===== config.mk =====
export PLATFORM = sky130hd
export DESIGN_NAME = ptr_shift_adder
export DESIGN_NICKNAME = d
export VERILOG_FILES = /design/src/rtl/ptradd_pkg.sv /design/src/rtl/ptradd_barrel.sv /design/src/rtl/ptradd_lo_stage.sv /design/src/rtl/ptradd_pipe.sv /design/src/rtl/ptradd_hi_stage.sv /design/src/rtl/ptr_shift_adder.sv
export SDC_FILE = /design/constraint.sdc
export NUM_CORES = 1
export LEC_CHECK = 0
export ABC_CLOCK_PERIOD_IN_PS = 5100
export BUFFER_PORTS_ARGS = -buffer_cell sky130_fd_sc_hd__buf_4
export CORE_AREA = 5 5 149 137
export DETAILED_ROUTE_END_ITERATION = 10
export DIE_AREA = 0 0 154 142
export PLACE_DENSITY = 0.73
export REMOVE_ABC_BUFFERS = 1
export SKIP_CTS_REPAIR_TIMING = 1
export SYNTH_ARGS = -nofsm -noshare
export SYNTH_HDL_FRONTEND = slang
export SYNTH_SLANG_ARGS = --single-unit

===== constraint.sdc =====
create_clock -name clk -period 5.1 [get_ports clk]
set_input_delay 0.51 -clock clk [delete_from_list [all_inputs] [get_ports clk]]
set_output_delay 0.51 -clock clk [all_outputs]
set_load 0.03 [all_outputs]

===== src/rtl/ptradd_pkg.sv =====
// Package: ptradd_pkg
// Shared widths and types for the split shifted pointer adder.
// Assumes a 64-bit pointer split into two equal halves.
package ptradd_pkg;

    localparam int PTR_W   = 64;
    localparam int HALF_W  = PTR_W / 2;
    localparam int SHIFT_W = 3;

    // Offset interpretation selected per operation
    typedef enum logic [1:0] {
        OFS_FULL = 2'b00,
        OFS_ZEXT = 2'b01,
        OFS_SEXT = 2'b10,
        OFS_ALT  = 2'b11
    } ofs_mode_e;

    // Private low-to-high side channel
    typedef struct packed {
        logic              carry;
        logic [HALF_W-1:0] upper;
    } spill_t;

endpackage


===== src/rtl/ptradd_barrel.sv =====
// Module: ptradd_barrel
// Logarithmic left shifter: one generated stage per shift-amount bit.
// Assumes the shift amount is unsigned; bits shifted past the top are lost.
module ptradd_barrel #(
    parameter int DATA_W  = 64,
    parameter int SHAMT_W = 3
) (
    input  logic [DATA_W-1:0]  din,
    input  logic [SHAMT_W-1:0] shamt,
    output logic [DATA_W-1:0]  dout
);

    logic [DATA_W-1:0] stg [0:SHAMT_W];

    // Feed the input into the first stage
    always_comb stg[0] = din;

    genvar gi;
    generate
        for (gi = 0; gi < SHAMT_W; gi++) begin : g_stage
            localparam int STEP = 1 << gi;
            // Conditionally shift by this stage's power of two
            always_comb stg[gi+1] = shamt[gi] ? (stg[gi] << STEP) : stg[gi];
        end
    endgenerate

    // Present the last stage
    always_comb dout = stg[SHAMT_W];

endmodule


===== src/rtl/ptradd_lo_stage.sv =====
// Module: ptradd_lo_stage
// Low-half stage: extends the offset by mode, shifts it, adds the low
// words and produces the side channel (carry plus upper shifted word).
// Assumes it is purely combinational and is registered by the caller.
module ptradd_lo_stage
    import ptradd_pkg::*;
(
    input  logic [1:0]         mode,
    input  logic [SHIFT_W-1:0] shamt,
    input  logic [HALF_W-1:0]  base_lo,
    input  logic [PTR_W-1:0]   offset,
    output logic [HALF_W-1:0]  sum_lo,
    output spill_t             spill
);

    ofs_mode_e         mode_e;
    logic [PTR_W-1:0]  ofs_ext;
    logic [PTR_W-1:0]  ofs_shl;
    logic [HALF_W:0]   lo_wide;

    // Decode the mode field into the enum
    always_comb mode_e = ofs_mode_e'(mode);

    // Widen the offset according to the selected interpretation
    always_comb begin
        unique case (mode_e)
            OFS_ZEXT: ofs_ext = {{HALF_W{1'b0}}, offset[HALF_W-1:0]};
            OFS_SEXT: ofs_ext = {{HALF_W{offset[HALF_W-1]}}, offset[HALF_W-1:0]};
            default:  ofs_ext = offset;
        endcase
    end

    ptradd_barrel #(
        .DATA_W  (PTR_W),
        .SHAMT_W (SHIFT_W)
    ) u_shl (
        .din   (ofs_ext),
        .shamt (shamt),
        .dout  (ofs_shl)
    );

    // Low-word addition with carry out
    always_comb lo_wide = {1'b0, base_lo} + {1'b0, ofs_shl[HALF_W-1:0]};

    // Split result and side channel
    always_comb begin
        sum_lo      = lo_wide[HALF_W-1:0];
        spill.carry = lo_wide[HALF_W];
        spill.upper = ofs_shl[PTR_W-1:HALF_W];
    end

endmodule


===== src/rtl/ptradd_pipe.sv =====
// Module: ptradd_pipe
// Register between halves: captures the low result, the side channel and
// the base upper word together, so a high stage always sees its own low.
// Assumes synchronous active-low reset; holds contents when no operation.
module ptradd_pipe
    import ptradd_pkg::*;
(
    input  logic              clk,
    input  logic              rst_n,
    input  logic              vld_i,
    input  logic [HALF_W-1:0] sum_lo_i,
    input  spill_t            spill_i,
    input  logic [HALF_W-1:0] base_hi_i,
    output logic              vld_o,
    output logic [HALF_W-1:0] sum_lo_o,
    output spill_t            spill_o,
    output logic [HALF_W-1:0] base_hi_o
);

    // Track which cycles carry a fresh result
    always_ff @(posedge clk) begin
        if (!rst_n) vld_o <= 1'b0;
        else        vld_o <= vld_i;
    end

    // Capture both halves' operands in one write
    always_ff @(posedge clk) begin
        if (!rst_n) begin
            sum_lo_o  <= '0;
            spill_o   <= '0;
            base_hi_o <= '0;
        end else if (vld_i) begin
            sum_lo_o  <= sum_lo_i;
            spill_o   <= spill_i;
            base_hi_o <= base_hi_i;
        end
    end

    AST_VALID_FOLLOWS : assert property (@(posedge clk) disable iff (!rst_n)
        vld_i |=> vld_o);
    AST_IDLE_NO_VALID : assert property (@(posedge clk) disable iff (!rst_n)
        !vld_i |=> !vld_o);
    AST_IDLE_HOLDS : assert property (@(posedge clk) disable iff (!rst_n)
        !vld_i |=> ($stable(sum_lo_o) && $stable(spill_o) && $stable(base_hi_o)));

endmodule


===== src/rtl/ptradd_hi_stage.sv =====
// Module: ptradd_hi_stage
// High-half stage: base upper word plus spilled offset word plus carry.
// Assumes its inputs come from the register that holds its paired low half.
module ptradd_hi_stage
    import ptradd_pkg::*;
(
    input  logic [HALF_W-1:0] base_hi,
    input  spill_t            spill,
    output logic [HALF_W-1:0] sum_hi
);

    // Three-input upper-word sum, wrapping at the half width
    always_comb sum_hi = base_hi + spill.upper + {{(HALF_W-1){1'b0}}, spill.carry};

endmodule


===== src/rtl/ptr_shift_adder.sv =====
// Module: ptr_shift_adder
// Top: base + (extended offset << shift) as two 32-bit halves with a
// pipeline register between them; result is valid one cycle after input.
// Assumes no back-pressure: each accepted operation owns one output cycle.
module ptr_shift_adder
    import ptradd_pkg::*;
(
    input  logic               clk,
    input  logic               rst_n,
    input  logic               in_valid,
    input  logic [1:0]         in_mode,
    input  logic [SHIFT_W-1:0] in_shift,
    input  logic [PTR_W-1:0]   in_base,
    input  logic [PTR_W-1:0]   in_offset,
    output logic               out_valid,
    output logic [PTR_W-1:0]   out_sum
);

    logic [HALF_W-1:0] lo_sum;
    spill_t            lo_spill;
    logic [HALF_W-1:0] q_sum_lo;
    spill_t            q_spill;
    logic [HALF_W-1:0] q_base_hi;
    logic [HALF_W-1:0] hi_sum;

    ptradd_lo_stage u_lo (
        .mode    (in_mode),
        .shamt   (in_shift),
        .base_lo (in_base[HALF_W-1:0]),
        .offset  (in_offset),
        .sum_lo  (lo_sum),
        .spill   (lo_spill)
    );

    ptradd_pipe u_pipe (
        .clk       (clk),
        .rst_n     (rst_n),
        .vld_i     (in_valid),
        .sum_lo_i  (lo_sum),
        .spill_i   (lo_spill),
        .base_hi_i (in_base[PTR_W-1:HALF_W]),
        .vld_o     (out_valid),
        .sum_lo_o  (q_sum_lo),
        .spill_o   (q_spill),
        .base_hi_o (q_base_hi)
    );

    ptradd_hi_stage u_hi (
        .base_hi (q_base_hi),
        .spill   (q_spill),
        .sum_hi  (hi_sum)
    );

    // Join the halves into the result
    always_comb out_sum = {hi_sum, q_sum_lo};

    AST_FULL_SUM : assert property (@(posedge clk) disable iff (!rst_n)
        (in_valid && in_mode[1] == in_mode[0]) |=>
        out_sum == $past(in_base + (in_offset << in_shift)));
    AST_ZEXT_SUM : assert property (@(posedge clk) disable iff (!rst_n)
        (in_valid && in_mode == 2'b01) |=>
        out_sum == $past(in_base + ({32'h0, in_offset[31:0]} << in_shift)));
    AST_SEXT_SUM : assert property (@(posedge clk) disable iff (!rst_n)
        (in_valid && in_mode == 2'b10) |=>
        out_sum == $past(in_base + ({{32{in_offset[31]}}, in_offset[31:0]} << in_shift)));
    AST_OUT_HOLDS : assert property (@(posedge clk) disable iff (!rst_n)
        !in_valid |=> $stable(out_sum));

endmodule


==> reports/qor.yml, run 1 <==
grt_max_degree: 79
grt_overflow: 0
crit_type: "reg2out"
drtIter0Drc: 534
die_w_um: 154
clock-skew-final_ns: 0
async_flop_share_pct: 0
setup_violations: 0
fmax_ghz: 0.2577
cp.required_ns: 4.59
antenna_found_initial: 1
routabilityCongestion: 0.9216
finalCritPeriodShare_pct: 76.09
drv_cap: 0
n_antenna_cell: 0
htree_levels: 3
rsz0062_at_grt: "no"
grt_usage_pct: 24.71
clk-insertion-delay-late_ns: 0.35
nets: 1484
synth_area_leaders: "dfxtp_1 (21%), mux2i_1 (9.0%), ha_1 (8.6%), mux2_2 (6.8%), a21oi_1 (6.2%)"
n_fill_cell: 1748
p_leak_nw: 4.933
yosys_warnings: 0
wire_per_inst_um: 18.32
finalCriticalPeriod_ns: 3.881
pre_cts_slack_ns: 1.147
detail-route-antenna-nets: 0
yosysTopAreaCell: "dfxtp_1"
dpl.hpwl_mm: 22.25
r2r_end: "u_pipe.spill_o[29]"
syn-instance-count: 1136
areaGrowthSynthToFinish_pct: 20.66
drive_gt1_share_pct: 24.55
numCtsBuffers: 9
synth_top_area_share_pct: 21.46
vias_per_cell: 5.762
num_vias: 8856
postLayoutSetupSlackWorst_ns: 1.219
finalHoldViolations: 0
cp-start-kind: "flip-flop"
ys_seq_elements: 98
synth_edf_count: 0
grt_pass1_vias: 8339
cts_tree: "yes"
start_util_pct: 48.80
rrSetupSlack_ns: 4.23
io_buffer_count: 200
grt_pass1_wl_mm: 44.29
startpoint: "u_pipe.spill_o[0]"
netlist_area_sq_um: 9144
drt_wl_total_mm: 28.15
pin_count: 201
cts.sinks: 98
die-area_sq_um: 21870
core-area_sq_um: 18740
finalSetupTns_ns: 0
cp_max_fo: 4
status: "finished clean"
fp.dieH_um: 142
syn_avg_cell_area_sq_um: 8.049
synth.yosys.seq_area_share_pct: 21.46
synth_top_flop_cell: "dfxtp_1"
cts_buffer_depth: 2
fp-row-count: 48
cts_root_buf: "clkbuf_16"
route.detailed.drc: 0
clkSlewWorstSetupHoldPaths_ns: 0.07
maxSlewHeadroom_pct: 24.29
r2r_cells: 2
arrival_ns: 3.37
ys_types: 76
end_kind: "output pin"
powerDensity_nw_per_um2: 272.1
vdd_ir_drop_max_v: 0.0001737
first_pass_iters: 5
r2r_start: "u_pipe.spill_o[29]"
worstMarginPinSlew_ns: 1.131
hp-class: "in2reg"
maxSlewViolCount: 0
crit_end: "out_sum[62]"
## synth_stat cells (3+ instances only)
cell	n
nor2_1	137
nand2_1	115
a21oi_1	114
dfxtp_1	98
mux2i_1	82
ha_1	63
mux2_2	55
o21ai_0	44
clkbuf_1	43
a211oi_1	31
xnor2_1	27
inv_1	25
o21ai_1	22
a21o_1	21
mux4_2	19
nor3_1	19
a311oi_1	18
xor2_1	18
nand3_1	14
buf_1	13
nand4_1	11
buf_2	10
o21bai_1	10
o211ai_1	9
nor2b_1	8
a31oi_1	7
o21a_1	6
or3_1	6
and2_1	5
a2111oi_0	4
a32o_1	4
and3_1	4
buf_4	4
nand2b_1	4
nand3b_1	4
a221o_1	3
fa_1	3
o31ai_1	3
## sequential cells by signal, summed over array words and instances (netlist names)
signal            flops
u_pipe.sum_lo_o      32
u_pipe.vld_o          1
u_pipe.base_hi_o     32
u_pipe.spill_o       33
## worst min path at each step
stage / from / to / cells after the start
3_5_place_dp: u_pipe.sum_lo_o[19] / u_pipe.sum_lo_o[19] / 2
4_1_cts: in_base[52] / u_pipe.base_hi_o[20] / 3
5_1_grt: in_base[62] / u_pipe.base_hi_o[30] / 3
3_3_place_gp: u_pipe.sum_lo_o[24] / u_pipe.sum_lo_o[24] / 2
6_report: in_base[48] / u_pipe.base_hi_o[16] / 3
2_1_floorplan: u_pipe.base_hi_o[10] / u_pipe.base_hi_o[10] / 2
## power breakdown
group,internal [mW],switching (mW),total [mW],leakage (nW)
Clock,0.461,0.329,0.789,0.167
Sequential,0.839,0.0452,0.885,0.811
Combinational,0.546,0.782,1.33,3.96
## layout make-up
type | instances | area (sq um) | area share (%)
clock buffers | 11 | 252.7 | 2.291
repair buffers | 207 | 1554 | 14.08
clock inverters | 5 | 82.58 | 0.7485
multi-input cells | 939 | 6768 | 61.34
inverters | 27 | 101.3 | 0.9186
flip-flops and latches | 98 | 1962 | 17.78
well taps | 250 | 312.8 | 2.835
## critical path: stages (launching register included)
cell,delay (ns)
dfxtp_1,0.38
fa_1,0.21
inv_1,0.06
fa_1,0.39
and2b_1,0.23
o211ai_1,0.15
a2111o_1,0.47
a21oi_2,0.28
a31oi_1,0.21
nor4b_1,0.19
nor4_1,0.21
buf_4,0.22
## cell usage in the layout (no fill, tap or decap), types with 3 or more instances in the layout
cell / count
o31ai_1: 3
o211ai_1: 9
a32o_1: 4
nand3_1: 14
a221o_1: 3
mux2_2: 55
mux2i_1: 82
a211oi_1: 31
ha_1: 63
nand2b_1: 4
xnor2_1: 27
a21oi_1: 114
nor2b_1: 8
xor2_1: 18
nor3_1: 19
o21ai_0: 44
nand3b_1: 4
buf_4: 207
dfxtp_1: 98
mux4_2: 19
o21bai_1: 10
or3_1: 6
a31oi_1: 7
a2111oi_0: 4
fa_1: 3
and3_1: 4
a311oi_1: 18
nand4_1: 11
nor2_1: 137
and2_1: 5
clkbuf_16: 9
a21o_1: 21
o21ai_1: 22
inv_1: 25
o21a_1: 6
nand2_1: 115
## metal layers
layer | track usage, % | vias to the layer above | share of wire, %
met5 | 0 | - | 0
met4 | 5.390 | 0 | 1.5
met3 | 4.500 | 25 | 7.1
met2 | 38.37 | 295 | 44
met1 | 36.01 | 4050 | 47
li1 | - | 4486 | -
## kinds of logic (layout without fill, tap and decap cells)
family	count (synthesis)	after routing	share of synthesized area (%)
AO/OA/AOI/OAI	331	331	23.67
XOR/XNOR	45	45	4.310
buffers and inverters	99	250	4.529
flip-flops	98	98	21.46
multiplexers	156	156	20.43
adder cells (fa/ha/maj)	66	66	9.278
AND/OR/NAND/NOR	341	341	16.32
## metrics by stage
| stage | hold slack, ns | utilization, % | total power, mW | area [sq um] | instances |
|---|---|---|---|---|---|
| 6_report | 0.3906 | 58.88 | 3.002 | 11030 | 1537 |
| 5_1_grt | 0.3887 | 58.88 | 3.178 | 11030 | 1537 |
| 4_1_cts | 0.3762 | 58.88 | 3.024 | 11030 | 1537 |
| 3_5_place_dp | 0.4481 | 57.09 | 2.224 | 10700 | 1521 |
| 3_3_place_gp | 0.4390 | 57.09 | 2.218 | 10700 | 1521 |
| 2_1_floorplan | 0.4646 | - | 1.767 | 8831 | 1064 |
Power figures use the tool's default switching activity.
==> run 2: changes to the inputs <==
ABC_CLOCK_PERIOD_IN_PS = 3740   (was 5100)
clock period = 3.74 ns   (was 5.1 ns; I/O delays follow)
==> run 2 against run 1 <==
Sequential cell count is the same; global-route usage grew 0.26 points; clock skew is the same; routed wire length grew 0.45%; hold slack lost 0.15 ns; critical path type unchanged; critical endpoint is now out_sum[60].
==> reports/qor.yml, run 2 (same netlist as run 1, synthesis figures left out) <==
p_leak_nw: 4.992
detail-route-antenna-nets: 0
clock-skew-final_ns: 0
largest-register: "u_pipe.spill_o"
cp.required_ns: 3.37
drv_cap: 0
core-area_sq_um: 18740
hp-class: "in2reg"
internal-power_mw: 2.447
p_seq_share_pct: 29.8
finalCriticalPeriod_ns: 3.613
finalHoldViolations: 0
status: "finished clean"
fp-row-count: 48
grt_pass1_wl_mm: 44.71
dp_cells: 1539
pre_cts_slack_ns: 0.1129
powerDensity_nw_per_um2: 363.3
worstMarginPinSlew_ns: 1.103
fin_cells: 1555
n_fill_cell: 1790
rsz0062_at_grt: "no"
htree_levels: 3
holdWs_ns: 0.2448
setup_violations: 0
cp_max_fo: 4
drive_gt1_share_pct: 25.67
cts.sinks: 98
dpl.hpwl_mm: 22.53
route.detailed.drc: 0
grt_usage_pct: 24.97
clk-insertion-delay-late_ns: 0.35
start_util_pct: 48.80
place_area_sq_um: 10830
maxSlewHeadroom_pct: 26.19
cts_root_buf: "clkbuf_16"
clkSlewWorstSetupHoldPaths_ns: 0.08
route.met3.wl_mm: 1.944
finalSetupTns_ns: 0
fp.dieH_um: 142
grt_max_degree: 79
areaGrowthSynthToFinish_pct: 21.96
die-area_sq_um: 21870
vdd_ir_drop_max_v: 0.0002356
power_switching_mw: 1.605
cts_tree: "yes"
p_clk_share_pct: 24.5
end_kind: "output pin"
largest_reg_flops: 33
drt_wl_total_mm: 28.28
nets: 1502
antenna_found_initial: 0
arrival_ns: 3.24
routabilityCongestion: 0.9119
drtIter0Drc: 541
switching_share_pct: 39.61
grt_overflow: 0
route.met2.wl_mm: 12.60
num_vias: 8921
die_w_um: 154
n_antenna_cell: 0
cts_buffer_depth: 2
layout_commonest_cell: "buf_4"
power_mw: 4.052
grt_pass1_vias: 8480
vias_per_cell: 5.737
first_pass_iters: 5
wire_per_inst_um: 18.19
pin_count: 201
wl_met1_mm: 13.48
reg_top3: "u_pipe.spill_o (33), u_pipe.base_hi_o (32), u_pipe.sum_lo_o (32)"
top_layer: "met4"
io_buffer_count: 200
combPwrFrac_pct: 45.7
fin_area_sq_um: 11150
maxSlewViolCount: 0
fmax_ghz: 0.2768
cp-start-kind: "flip-flop"
numCtsBuffers: 9
postLayoutSetupSlackWorst_ns: 0.1274
crit_type: "reg2out"
layout_common_cells: "buf_4 (225), nor2_1 (137), nand2_1 (115)"
finalCritPeriodShare_pct: 96.59
utilization_pct: 59.52
==> run 2: cell types whose count changed in the layout (fill, tap and decap cells not counted), sizes merged <==
| cell | delta |
|---|---|
| clkinvlp | +3 |
| clkinv | -1 |
| bufinv | -1 |
| buf | +18 |
| clkbuf | -1 |
==> run 2: layout make-up <==
cell class	count	area (sq um)	share of cell area, %
clock buffers	10	229.0	2.053
well taps	250	312.8	2.805
repair buffers	225	1689	15.15
multi-input cells	939	6782	60.81
flip-flops and latches	98	1963	17.60
inverters	27	101.3	0.9088
clock inverters	6	75.07	0.6732
==> run 2: power groups by stage <==
stage | logic, mW | clock network, mW | registers (mW)
after detailed placement | 1.84 | 0 | 1.23
after global routing | 2.01 | 1.07 | 1.22
after CTS | 1.85 | 1.02 | 1.21
after global placement | 1.83 | 0 | 1.23
after floorplan | 1.10 | 0 | 1.31
final | 1.85 | 0.993 | 1.21
==> run 2: final timing paths <==
kind / from / cells after the start / endpoint / slack, ns
worst max-delay path: u_pipe.spill_o[0] / 11 / out_sum[60] / 0.13
worst max register to register: u_pipe.spill_o[29] / 2 / u_pipe.spill_o[29] / 2.88
worst min register to register: u_pipe.sum_lo_o[30] / 2 / u_pipe.sum_lo_o[30] / 0.45
worst min-delay path: in_base[61] / 3 / u_pipe.base_hi_o[29] / 0.24
==> run 2: critical path, cell delays in order, from the launching register on <==
cell	delay (ns)
dfxtp_1	0.37
fa_1	0.21
inv_1	0.06
fa_1	0.39
and2b_1	0.23
o211ai_1	0.15
a2111o_1	0.46
a21oi_4	0.25
and2_4	0.20
a2111oi_0	0.09
a311o_1	0.30
buf_4	0.17
==> run 2: layer usage <==
| metal | up-vias | GRT usage [%] |
|---|---|---|
| met5 | - | 0 |
| met4 | 0 | 4.368 |
| li1 | 4530 | - |
| met2 | 269 | 39.15 |
| met3 | 16 | 5.108 |
| met1 | 4106 | 36.16 |
